===== config.mk =====
export PLATFORM = sky130hd
export DESIGN_NAME = vcap_top
export DESIGN_NICKNAME = d
export VERILOG_FILES = /design/src/rtl/vcap_pkg.sv /design/src/rtl/vcap_cfg.sv /design/src/rtl/vcap_fsm.sv /design/src/rtl/vcap_outreg.sv /design/src/rtl/vcap_top.sv
export SDC_FILE = /design/constraint.sdc
export NUM_CORES = 1
export LEC_CHECK = 0
export ABC_CLOCK_PERIOD_IN_PS = 3600
export BUFFER_PORTS_ARGS = -buffer_cell sky130_fd_sc_hd__buf_4
export CAP_MARGIN = 20
export CELL_PAD_IN_SITES_DETAIL_PLACEMENT = 1
export CELL_PAD_IN_SITES_GLOBAL_PLACEMENT = 2
export CORE_MARGIN = 2
export CORE_UTILIZATION = 34
export DETAILED_ROUTE_END_ITERATION = 8
export PLACE_DENSITY = 0.8
export SLEW_MARGIN = 5
export SYNTH_ARGS = -nofsm -noshare
export SYNTH_HDL_FRONTEND = slang
export SYNTH_SLANG_ARGS = --single-unit

===== constraint.sdc =====
create_clock -name clk -period 3.6 [get_ports clk]
set_clock_uncertainty 0.05 [all_clocks]
set_input_delay 0.18 -clock clk [delete_from_list [all_inputs] [get_ports clk]]
set_output_delay 0.18 -clock clk [all_outputs]
set_load 0.05 [all_outputs]

===== src/rtl/vcap_pkg.sv =====
package vcap_pkg;

    typedef enum logic [1:0] {
        MODE_SD      = 2'b00,
        MODE_HD      = 2'b01,
        MODE_RAW     = 2'b10,
        MODE_RAW_ALT = 2'b11
    } mode_e;

    typedef enum logic [1:0] {
        PH_CB   = 2'b00,
        PH_Y_CB = 2'b01,
        PH_CR   = 2'b10,
        PH_Y_CR = 2'b11
    } phase_e;

endpackage


===== src/rtl/vcap_cfg.sv =====
module vcap_cfg
    import vcap_pkg::*;
(
    input  logic       clk,
    input  logic       rst_n,
    input  logic       cfg_we,
    input  logic [1:0] cfg_mode_in,
    input  logic       cfg_rawsel_in,
    input  logic       err_clr,
    input  logic       in_valid,
    output mode_e      mode_q,
    output logic       rawsel_q,
    output logic       mode_chg,
    output logic       err_flag
);

    assign mode_chg = cfg_we && (mode_e'(cfg_mode_in) != mode_q);

    always_ff @(posedge clk) begin
        if (!rst_n) begin
            mode_q   <= MODE_SD;
            rawsel_q <= 1'b0;
        end else if (cfg_we) begin
            mode_q   <= mode_e'(cfg_mode_in);
            rawsel_q <= cfg_rawsel_in;
        end
    end

    // a new error outranks a clear in the same cycle
    always_ff @(posedge clk) begin
        if (!rst_n)
            err_flag <= 1'b0;
        else if (mode_chg && in_valid)
            err_flag <= 1'b1;
        else if (err_clr)
            err_flag <= 1'b0;
    end

endmodule


===== src/rtl/vcap_fsm.sv =====
module vcap_fsm
    import vcap_pkg::*;
(
    input  logic   clk,
    input  logic   rst_n,
    input  mode_e  mode,
    input  logic   in_valid,
    input  logic   mode_chg,
    output phase_e phase_q,
    output logic   take_chroma,
    output logic   emit_pair,
    output logic   pair_is_cr,
    output logic   emit_raw
);

    phase_e phase_d;
    logic   adv;

    assign adv = in_valid && !mode_chg;

    // next-state process
    always_comb begin
        phase_d = phase_q;
        if (mode_chg) begin
            phase_d = PH_CB;
        end else if (adv) begin
            unique case (mode)
                MODE_SD: begin
                    unique case (phase_q)
                        PH_CB:   phase_d = PH_Y_CB;
                        PH_Y_CB: phase_d = PH_CR;
                        PH_CR:   phase_d = PH_Y_CR;
                        PH_Y_CR: phase_d = PH_CB;
                    endcase
                end
                MODE_HD: begin
                    phase_d = (phase_q == PH_CR) ? PH_CB : PH_CR;
                end
                MODE_RAW, MODE_RAW_ALT: phase_d = phase_q;
            endcase
        end
    end

    // state register
    always_ff @(posedge clk) begin
        if (!rst_n)
            phase_q <= PH_CB;
        else
            phase_q <= phase_d;
    end

    // output decode
    always_comb begin
        take_chroma = 1'b0;
        emit_pair   = 1'b0;
        pair_is_cr  = 1'b0;
        emit_raw    = 1'b0;
        if (adv) begin
            unique case (mode)
                MODE_SD: begin
                    unique case (phase_q)
                        PH_CB, PH_CR: take_chroma = 1'b1;
                        PH_Y_CB: emit_pair = 1'b1;
                        PH_Y_CR: begin
                            emit_pair  = 1'b1;
                            pair_is_cr = 1'b1;
                        end
                    endcase
                end
                MODE_HD: begin
                    emit_pair  = 1'b1;
                    pair_is_cr = (phase_q == PH_CR);
                end
                MODE_RAW, MODE_RAW_ALT: emit_raw = 1'b1;
            endcase
        end
    end

endmodule


===== src/rtl/vcap_outreg.sv =====
module vcap_outreg
    import vcap_pkg::*;
#(
    parameter int DW = 10
) (
    input  logic          clk,
    input  logic          rst_n,
    input  mode_e         mode,
    input  logic          rawsel,
    input  logic [DW-1:0] ch_a,
    input  logic [DW-1:0] ch_b,
    input  logic          take_chroma,
    input  logic          emit_pair,
    input  logic          pair_is_cr,
    input  logic          emit_raw,
    output logic          out_valid,
    output logic [DW-1:0] out_luma,
    output logic [DW-1:0] out_chroma,
    output logic          out_is_cr,
    output logic [DW-1:0] out_raw
);

    logic [DW-1:0] chroma_hold;
    logic [DW-1:0] luma_src;
    logic [DW-1:0] chroma_src;

    // dual-channel: luma on B, chroma on A; interleaved: both from A
    assign luma_src   = (mode == MODE_HD) ? ch_b : ch_a;
    assign chroma_src = (mode == MODE_HD) ? ch_a : chroma_hold;

    always_ff @(posedge clk) begin
        if (!rst_n) begin
            chroma_hold <= '0;
            out_valid   <= 1'b0;
            out_luma    <= '0;
            out_chroma  <= '0;
            out_is_cr   <= 1'b0;
            out_raw     <= '0;
        end else begin
            out_valid <= emit_pair || emit_raw;
            if (take_chroma)
                chroma_hold <= ch_a;
            if (emit_pair) begin
                out_luma   <= luma_src;
                out_chroma <= chroma_src;
                out_is_cr  <= pair_is_cr;
            end
            if (emit_raw)
                out_raw <= rawsel ? ch_b : ch_a;
        end
    end

endmodule


===== src/rtl/vcap_top.sv =====
module vcap_top
    import vcap_pkg::*;
#(
    parameter int DW = 10
) (
    input  logic          clk,
    input  logic          rst_n,
    input  logic          cfg_we,
    input  logic [1:0]    cfg_mode_in,
    input  logic          cfg_rawsel_in,
    input  logic          err_clr,
    input  logic          in_valid,
    input  logic [DW-1:0] ch_a,
    input  logic [DW-1:0] ch_b,
    output logic          out_valid,
    output logic [DW-1:0] out_luma,
    output logic [DW-1:0] out_chroma,
    output logic          out_is_cr,
    output logic [DW-1:0] out_raw,
    output logic          err_flag
);

    mode_e  mode_q;
    phase_e phase_q;
    logic   rawsel_q;
    logic   mode_chg;
    logic   take_chroma;
    logic   emit_pair;
    logic   pair_is_cr;
    logic   emit_raw;

    vcap_cfg u_cfg (
        .clk          (clk),
        .rst_n        (rst_n),
        .cfg_we       (cfg_we),
        .cfg_mode_in  (cfg_mode_in),
        .cfg_rawsel_in(cfg_rawsel_in),
        .err_clr      (err_clr),
        .in_valid     (in_valid),
        .mode_q       (mode_q),
        .rawsel_q     (rawsel_q),
        .mode_chg     (mode_chg),
        .err_flag     (err_flag)
    );

    vcap_fsm u_fsm (
        .clk        (clk),
        .rst_n      (rst_n),
        .mode       (mode_q),
        .in_valid   (in_valid),
        .mode_chg   (mode_chg),
        .phase_q    (phase_q),
        .take_chroma(take_chroma),
        .emit_pair  (emit_pair),
        .pair_is_cr (pair_is_cr),
        .emit_raw   (emit_raw)
    );

    vcap_outreg #(.DW(DW)) u_out (
        .clk        (clk),
        .rst_n      (rst_n),
        .mode       (mode_q),
        .rawsel     (rawsel_q),
        .ch_a       (ch_a),
        .ch_b       (ch_b),
        .take_chroma(take_chroma),
        .emit_pair  (emit_pair),
        .pair_is_cr (pair_is_cr),
        .emit_raw   (emit_raw),
        .out_valid  (out_valid),
        .out_luma   (out_luma),
        .out_chroma (out_chroma),
        .out_is_cr  (out_is_cr),
        .out_raw    (out_raw)
    );

endmodule


==> flow_metrics.tcl, run 1 <==
set metrics [dict create \
    dpl.cell_count 349 \
    drt_iter0_drc 49 \
    clkTransAtPathRegs_ns 0.09 \
    worst-r2r-cell-count 5 \
    grt_max_degree 58 \
    cts_resized 0 \
    end_kind "register" \
    drt_drc_violations_left 0 \
    firstDrtPassIters 4 \
    fillers 746 \
    start_util 0.3566 \
    ys.warnings.count 0 \
    stdcell_area_mm2 0.002861 \
    p_comb_frac 0.235 \
    synth_top_family_by_area "multiplexers" \
    cts.sinks 48 \
    rsz0062_at_grt "no" \
    cts_buffer_depth 2 \
    ios 61 \
    drv_cap 0 \
    cts_hold_buf 0 \
    cts_setup_buffers 0 \
    dpl.hpwl_um 4156 \
    cp-endpoint "u_out.chroma_hold[1]" \
    worstReg2RegStart "u_cfg.mode_q[1]" \
    synth_mux_area_frac 0.1955 \
    clock_latency_ns 0.30 \
    grt.total_usage 0.1660 \
    min_path_type "input pin to register" \
    root_buffer "clkbuf_8" \
    drv_slew 0 \
    syn_avg_cell_area_um2 10.02 \
    multiInputGateArea_mm2 0.001235 \
    ys_ff_latch 48 \
    p_seq_frac 0.500 \
    synth_flop_cell "dfxtp_1" \
    port_buffers 60 \
    report.final.hold_viol_count 0 \
    timing.rr.end "u_out.chroma_hold[1]" \
    dr_wl_met2_um 2769 \
    synth_compound_area_frac 0.1651 \
    postPlaceCellArea_mm2 0.002784 \
    yosysMostFrequentCell "dfxtp_1" \
    cp-startpoint "u_cfg.mode_q[1]" \
    critPathKind "register to register" \
    total_power_mw 1.171 \
    globalRouteOverflowTotal 0 \
    synth_fp_nets 262 \
    synthArstFlopShare 0 \
    via_per_inst 5.242 \
    fmax_ghz 0.4413 \
    setup_viol 0 \
    synth_top_area_share 0.4172 \
    core_area_mm2 0.006459 \
    antenna_left 0 \
    fin_crit_sh 0.6294 \
    intPower_uw 800.8 \
    p_sw_frac 0.3162 \
    gp_congestion 0.6833 \
    start_kind "register" \
    synth-xor-area-share 0.007605 \
    yosys.area.top_type "dfxtp_1" \
    rows 29 \
    synth_cells 230 \
    p_clk_frac 0.265 \
    regArea_um2 960.9 \
    via_count 1866 \
    wl_um 6030 \
    synthAdderAreaFrac 0.02173 \
    max_slew_margin 0.3187 \
    dr_wl_met3_um 280 \
    instances_no_fill 356 \
    wl_met1_um 2912 \
    synth_edf_count 0 \
    crit_fanout 26 \
    numCtsBuffers 5 \
    dieArea_mm2 0.007449 \
    fin_nets 311 \
    fp.dieW_um 86.31 \
    min_period_ns 2.266 \
    top_layer "met4" \
    antenna_cells 0 \
    yosys.area_share.simple 0.1450 \
    htree_levels 2 \
    critPathRequiredTime_ns 3.78 \
    reg2reg_slack_ns 1.33 \
    synth.area.top_cells "dfxtp_1 (42%), mux2i_1 (20%), o211a_1 (13%)" \
    ir_drop_uv 206.8 \
    syn_area_mm2 0.002303 \
    switchingPower_uw 370.3 \
    powerDensity_mw_per_mm2 409.2 \
    grt_pass1_vias 1907 \
    setup_tns_ns 0 \
    synthToLayoutAreaGrowth_pct 24.23 \
    wl_per_cell_um 16.94 \
    cts_tree "yes" \
    tightest_slew_ns 1.022 \
    status "finished, final reports clean" \
    grt_pass1_wl_um 9749 \
    antenna_found_initial 0 \
    drive_gt1_frac 0.2724 \
    synth_cell_types 27 \
    die_h_um 86.31 \
    ys_top_cells_by_count "dfxtp_1 (48), mux2i_1 (45), nand3_1 (31), o211a_1 (31), nand2_1 (21)" \
    cp.arrival_ns 2.45 \
    ys_seq_area_frac 0.4172 \
    power_leakage_nw 1.511 \
]
==> power groups by stage <==
stage / logic [mW] / clock network, mW / registers (mW)
after floorplan: 0.126 / 0 / 0.658
after global placement: 0.275 / 0 / 0.598
after detailed placement: 0.278 / 0 / 0.598
after CTS: 0.279 / 0.325 / 0.586
after global routing: 0.297 / 0.341 / 0.590
final: 0.275 / 0.310 / 0.586
==> logic make-up after synthesis <==
group / count (synthesis)
adders and majority gates: 4
xor gates and xnor gates: 2
muxes: 45
AOI/OAI and AO/OA: 38
and+or+nand+nor: 67
buffers and inverters: 26
DFF: 48
==> stage by stage <==
| stage | worst slack, ns | hold slack [ns] | utilization |
|---|---|---|---|
| after global placement | 1.410 | 0.3902 | 0.4310 |
| after floorplan | 1.942 | 0.2721 | - |
| after CTS | 1.317 | 0.07892 | 0.4430 |
| after global routing | 1.192 | 0.09767 | 0.4430 |
| final | 1.334 | 0.07954 | 0.4430 |
| after detailed placement | 1.330 | 0.3996 | 0.4310 |
==> worst max-delay path, cell delays in order (launching register included) <==
cell and delay (ns):
dfxtp_1 0.39, or3b_4 0.43, o32ai_4 0.54, nor3b_2 0.30, buf_4 0.26, mux2i_1 0.22
==> routing by layer <==
| layer | global-route usage | vias to the layer above |
|---|---|---|
| met5 | 0 | - |
| met4 | 0.04688 | 0 |
| met3 | 0.03810 | 8 |
| met2 | 0.2727 | 39 |
| met1 | 0.2195 | 900 |
| li1 | - | 919 |
==> final cells by class <==
| cell class | count | area share |
|---|---|---|
| Multi-Input combinational cell | 156 | 0.4316 |
| Sequential cell | 48 | 0.3358 |
| Timing Repair Buffer | 63 | 0.1653 |
| Tap cell | 77 | 0.03367 |
| Clock buffer | 6 | 0.02536 |
| Inverter | 5 | 0.006559 |
| Clock inverter | 1 | 0.001749 |
==> registers in the layout, summed over array words and instances, names as in the netlist <==
| name | count |
|---|---|
| u_out.chroma_hold | 10 |
| u_out.out_chroma | 10 |
| u_out.out_luma | 10 |
| u_out.out_raw | 10 |
| u_cfg.mode_q | 2 |
| u_fsm.phase_q | 2 |
| u_cfg.err_flag | 1 |
| u_cfg.rawsel_q | 1 |
| u_out.out_is_cr | 1 |
| u_out.out_valid | 1 |
==> how the worst min path moves through the flow <==
stage / slack, ns / cells past startpoint / startpoint / to
floorplan: 0.27 / 2 / ch_a[0] / u_out.chroma_hold[0]
global placement: 0.39 / 2 / u_out.chroma_hold[0] / u_out.chroma_hold[0]
detailed placement: 0.40 / 3 / cfg_rawsel_in / u_cfg.rawsel_q
CTS: 0.08 / 3 / cfg_rawsel_in / u_cfg.rawsel_q
global route: 0.1 / 3 / err_clr / u_cfg.err_flag
finish: 0.08 / 3 / cfg_rawsel_in / u_cfg.rawsel_q
==> placed cells by master, fill, tap and decap left out <==
cell type,Yosys,routed
nand2b_1,1,1
xor2_1,2,2
a21boi_0,1,1
and2_4,1,1
or2_2,1,1
nor2b_1,4,3
o21a_1,1,1
o32ai_4,1,1
clkbuf_1,14,1
o21ai_0,2,2
buf_4,0,63
dfxtp_1,48,48
nor3b_2,1,1
nor2b_2,0,1
or3_1,1,1
clkinv_2,0,1
inv_1,5,5
ha_1,4,4
o21ba_2,1,1
nor2_1,3,3
or3b_4,1,1
nand3_1,31,31
a211oi_1,1,1
o211a_1,31,31
nand2_1,21,21
and2_1,2,2
clkbuf_8,0,5
mux2i_1,45,45
(Power assumes the default switching activity.)
==> run 2: changes to the inputs <==
- ABC_CLOCK_PERIOD_IN_PS: 3600 -> 2100
- CORE_UTILIZATION: 34 -> 32
- PLACE_DENSITY: 0.8 -> 0.76
- clock period: 3.6 -> 2.1 ns (I/O delays scaled with it)
==> run 2 against run 1 <==
  * Global-route usage grew 1.3 points
  * Register-to-register slack lost 1.1 ns
  * Final area grew 3.6%
  * Flip-flop and latch count is the same
  * Sequential share of layout area shrank 1.2 points
  * Non-clock buffer count grew 5
  * Clock power grew 120%
  * First-iteration DRC count grew 49%
  * Worst hold slack lost 0.068 ns
  * Critical path depth is the same
  * Power grew 86%
  * Largest power group unchanged
  * Highest routed layer unchanged
==> flow_metrics.tcl, run 2 (synthesis results as in run 1) <==
set metrics [dict create \
    grt_max_degree 58 \
    ir_drop_uv 393.7 \
    wl_per_cell_um 17.15 \
    ios 61 \
    worst_slack_ns 0.2441 \
    p_clk_frac 0.312 \
    critPathRequiredTime_ns 2.25 \
    fp.dieW_um 88.84 \
    crit_fanout 22 \
    globalRouteOverflowTotal 0 \
    antenna_left 0 \
    synthToLayoutAreaGrowth_pct 28.73 \
    cts_resized 0 \
    gp_congestion 0.7244 \
    drv_slew 0 \
    end_kind "register" \
    grt.total_usage 0.1786 \
    drive_gt1_frac 0.2877 \
    setup_viol 0 \
    switchingPower_uw 664.4 \
    max_slew_margin 0.6190 \
    cts.sinks 48 \
    min_path_type "input pin to register" \
    intPower_mw 1.511 \
    fmax_ghz 0.5388 \
    cts_tree "yes" \
    dpl.hpwl_um 4411 \
    start_util 0.3353 \
    numCtsBuffers 5 \
    status "finished, final reports clean" \
    cts_setup_buffers 0 \
    fillers 802 \
    via_count 1861 \
    final_cell_mix "buf_4 (67), dfxtp_1 (48), mux2i_1 (45)" \
    report.final.hold_viol_count 0 \
    drt_iter0_drc 73 \
    drt_drc_violations_left 0 \
    min_period_ns 1.856 \
    instances_no_fill 381 \
    root_buffer "clkbuf_8" \
    antenna_found_initial 0 \
    die_h_um 88.84 \
    p_seq_frac 0.459 \
    cts_buffer_depth 2 \
    grt_pass1_wl_um 10620 \
    start_kind "register" \
    tightest_slew_ns 0.5715 \
    p_comb_frac 0.229 \
    dieArea_mm2 0.007893 \
    powerDensity_mw_per_mm2 733.6 \
    layout_commonest_cell "buf_4" \
    antenna_cells 0 \
    fin_crit_sh 0.8838 \
    firstDrtPassIters 4 \
    total_power_mw 2.175 \
    regArea_um2 960.9 \
    dpl.cell_count 373 \
    rsz0062_at_grt "no" \
    fin_nets 316 \
    rows 30 \
    p_sw_frac 0.3054 \
    power_leakage_nw 1.554 \
    cts_hold_buf 0 \
    grt_pass1_vias 1961 \
    critPathKind "register to register" \
    setup_tns_ns 0 \
    clock_latency_ns 0.30 \
    cp.arrival_ns 2.00 \
    drv_cap 0 \
    core_area_mm2 0.006869 \
    htree_levels 2 \
    hold_ws_ns 0.01197 \
    multiInputGateArea_mm2 0.001235 \
    clkTransAtPathRegs_ns 0.09 \
    port_buffers 60 \
    pre_cts_ws_ns 0.2542 \
    via_per_inst 4.885 \
    wl_um 6535 \
]
-- run 2: cell types whose count changed in the layout (fill, tap and decap cells not counted), sizes merged --
cell / delta
bufinv: +1
buf: +5
-- run 2: per-layer routing --
layer / wire (um) / part of all wire / global-route usage
met4: 33 / 0.0050 / 0.03306
met3: 234 / 0.036 / 0.04384
met1: 3355 / 0.51 / 0.2540
met2: 2913 / 0.45 / 0.2768
met5: 0 / 0 / 0
-- run 2: power by group through the flow --
stage,clock (mW),combinational (mW),sequential (mW)
after floorplan,0,0.216,1.13
after global placement,0,0.497,1.02
after detailed placement,0,0.504,1.02
after CTS,0.690,0.505,0.999
after global routing,0.739,0.540,1.01
final,0.679,0.499,0.998
-- run 2: critical path, stage by stage, from the launching register on --
cell and delay, ns:
dfxtp_1 0.47, xor2_1 0.37, o32ai_4 0.15, buf_4 0.22, and2_4 0.26, o211a_1 0.24
-- run 2: final cells by class --
type / instances / area share
multi-input combinational: 156 / 0.4165
sequential: 48 / 0.3241
timing repair buffer: 68 / 0.1764
tap: 96 / 0.04051
clock buffer: 6 / 0.02447
clock inverter: 2 / 0.01181
inverter: 5 / 0.006329
-- run 2: final timing paths --
path	endpoint	slack, ns	from	depth (start not counted)
max	u_out.out_luma[0]	0.24	u_cfg.mode_q[0]	5
min	u_cfg.rawsel_q	0.01	cfg_rawsel_in	3
max reg2reg	u_out.out_luma[0]	0.24	u_cfg.mode_q[0]	5
min reg2reg	u_out.chroma_hold[6]	0.41	u_out.chroma_hold[6]	2
-- run 2: per-stage QoR --
stage	cell area [um^2]	util
final	2965	0.4317
after CTS	2965	0.4317
after global placement	2858	0.4160
after detailed placement	2858	0.4160
after global routing	2965	0.4317
after floorplan	2303	-
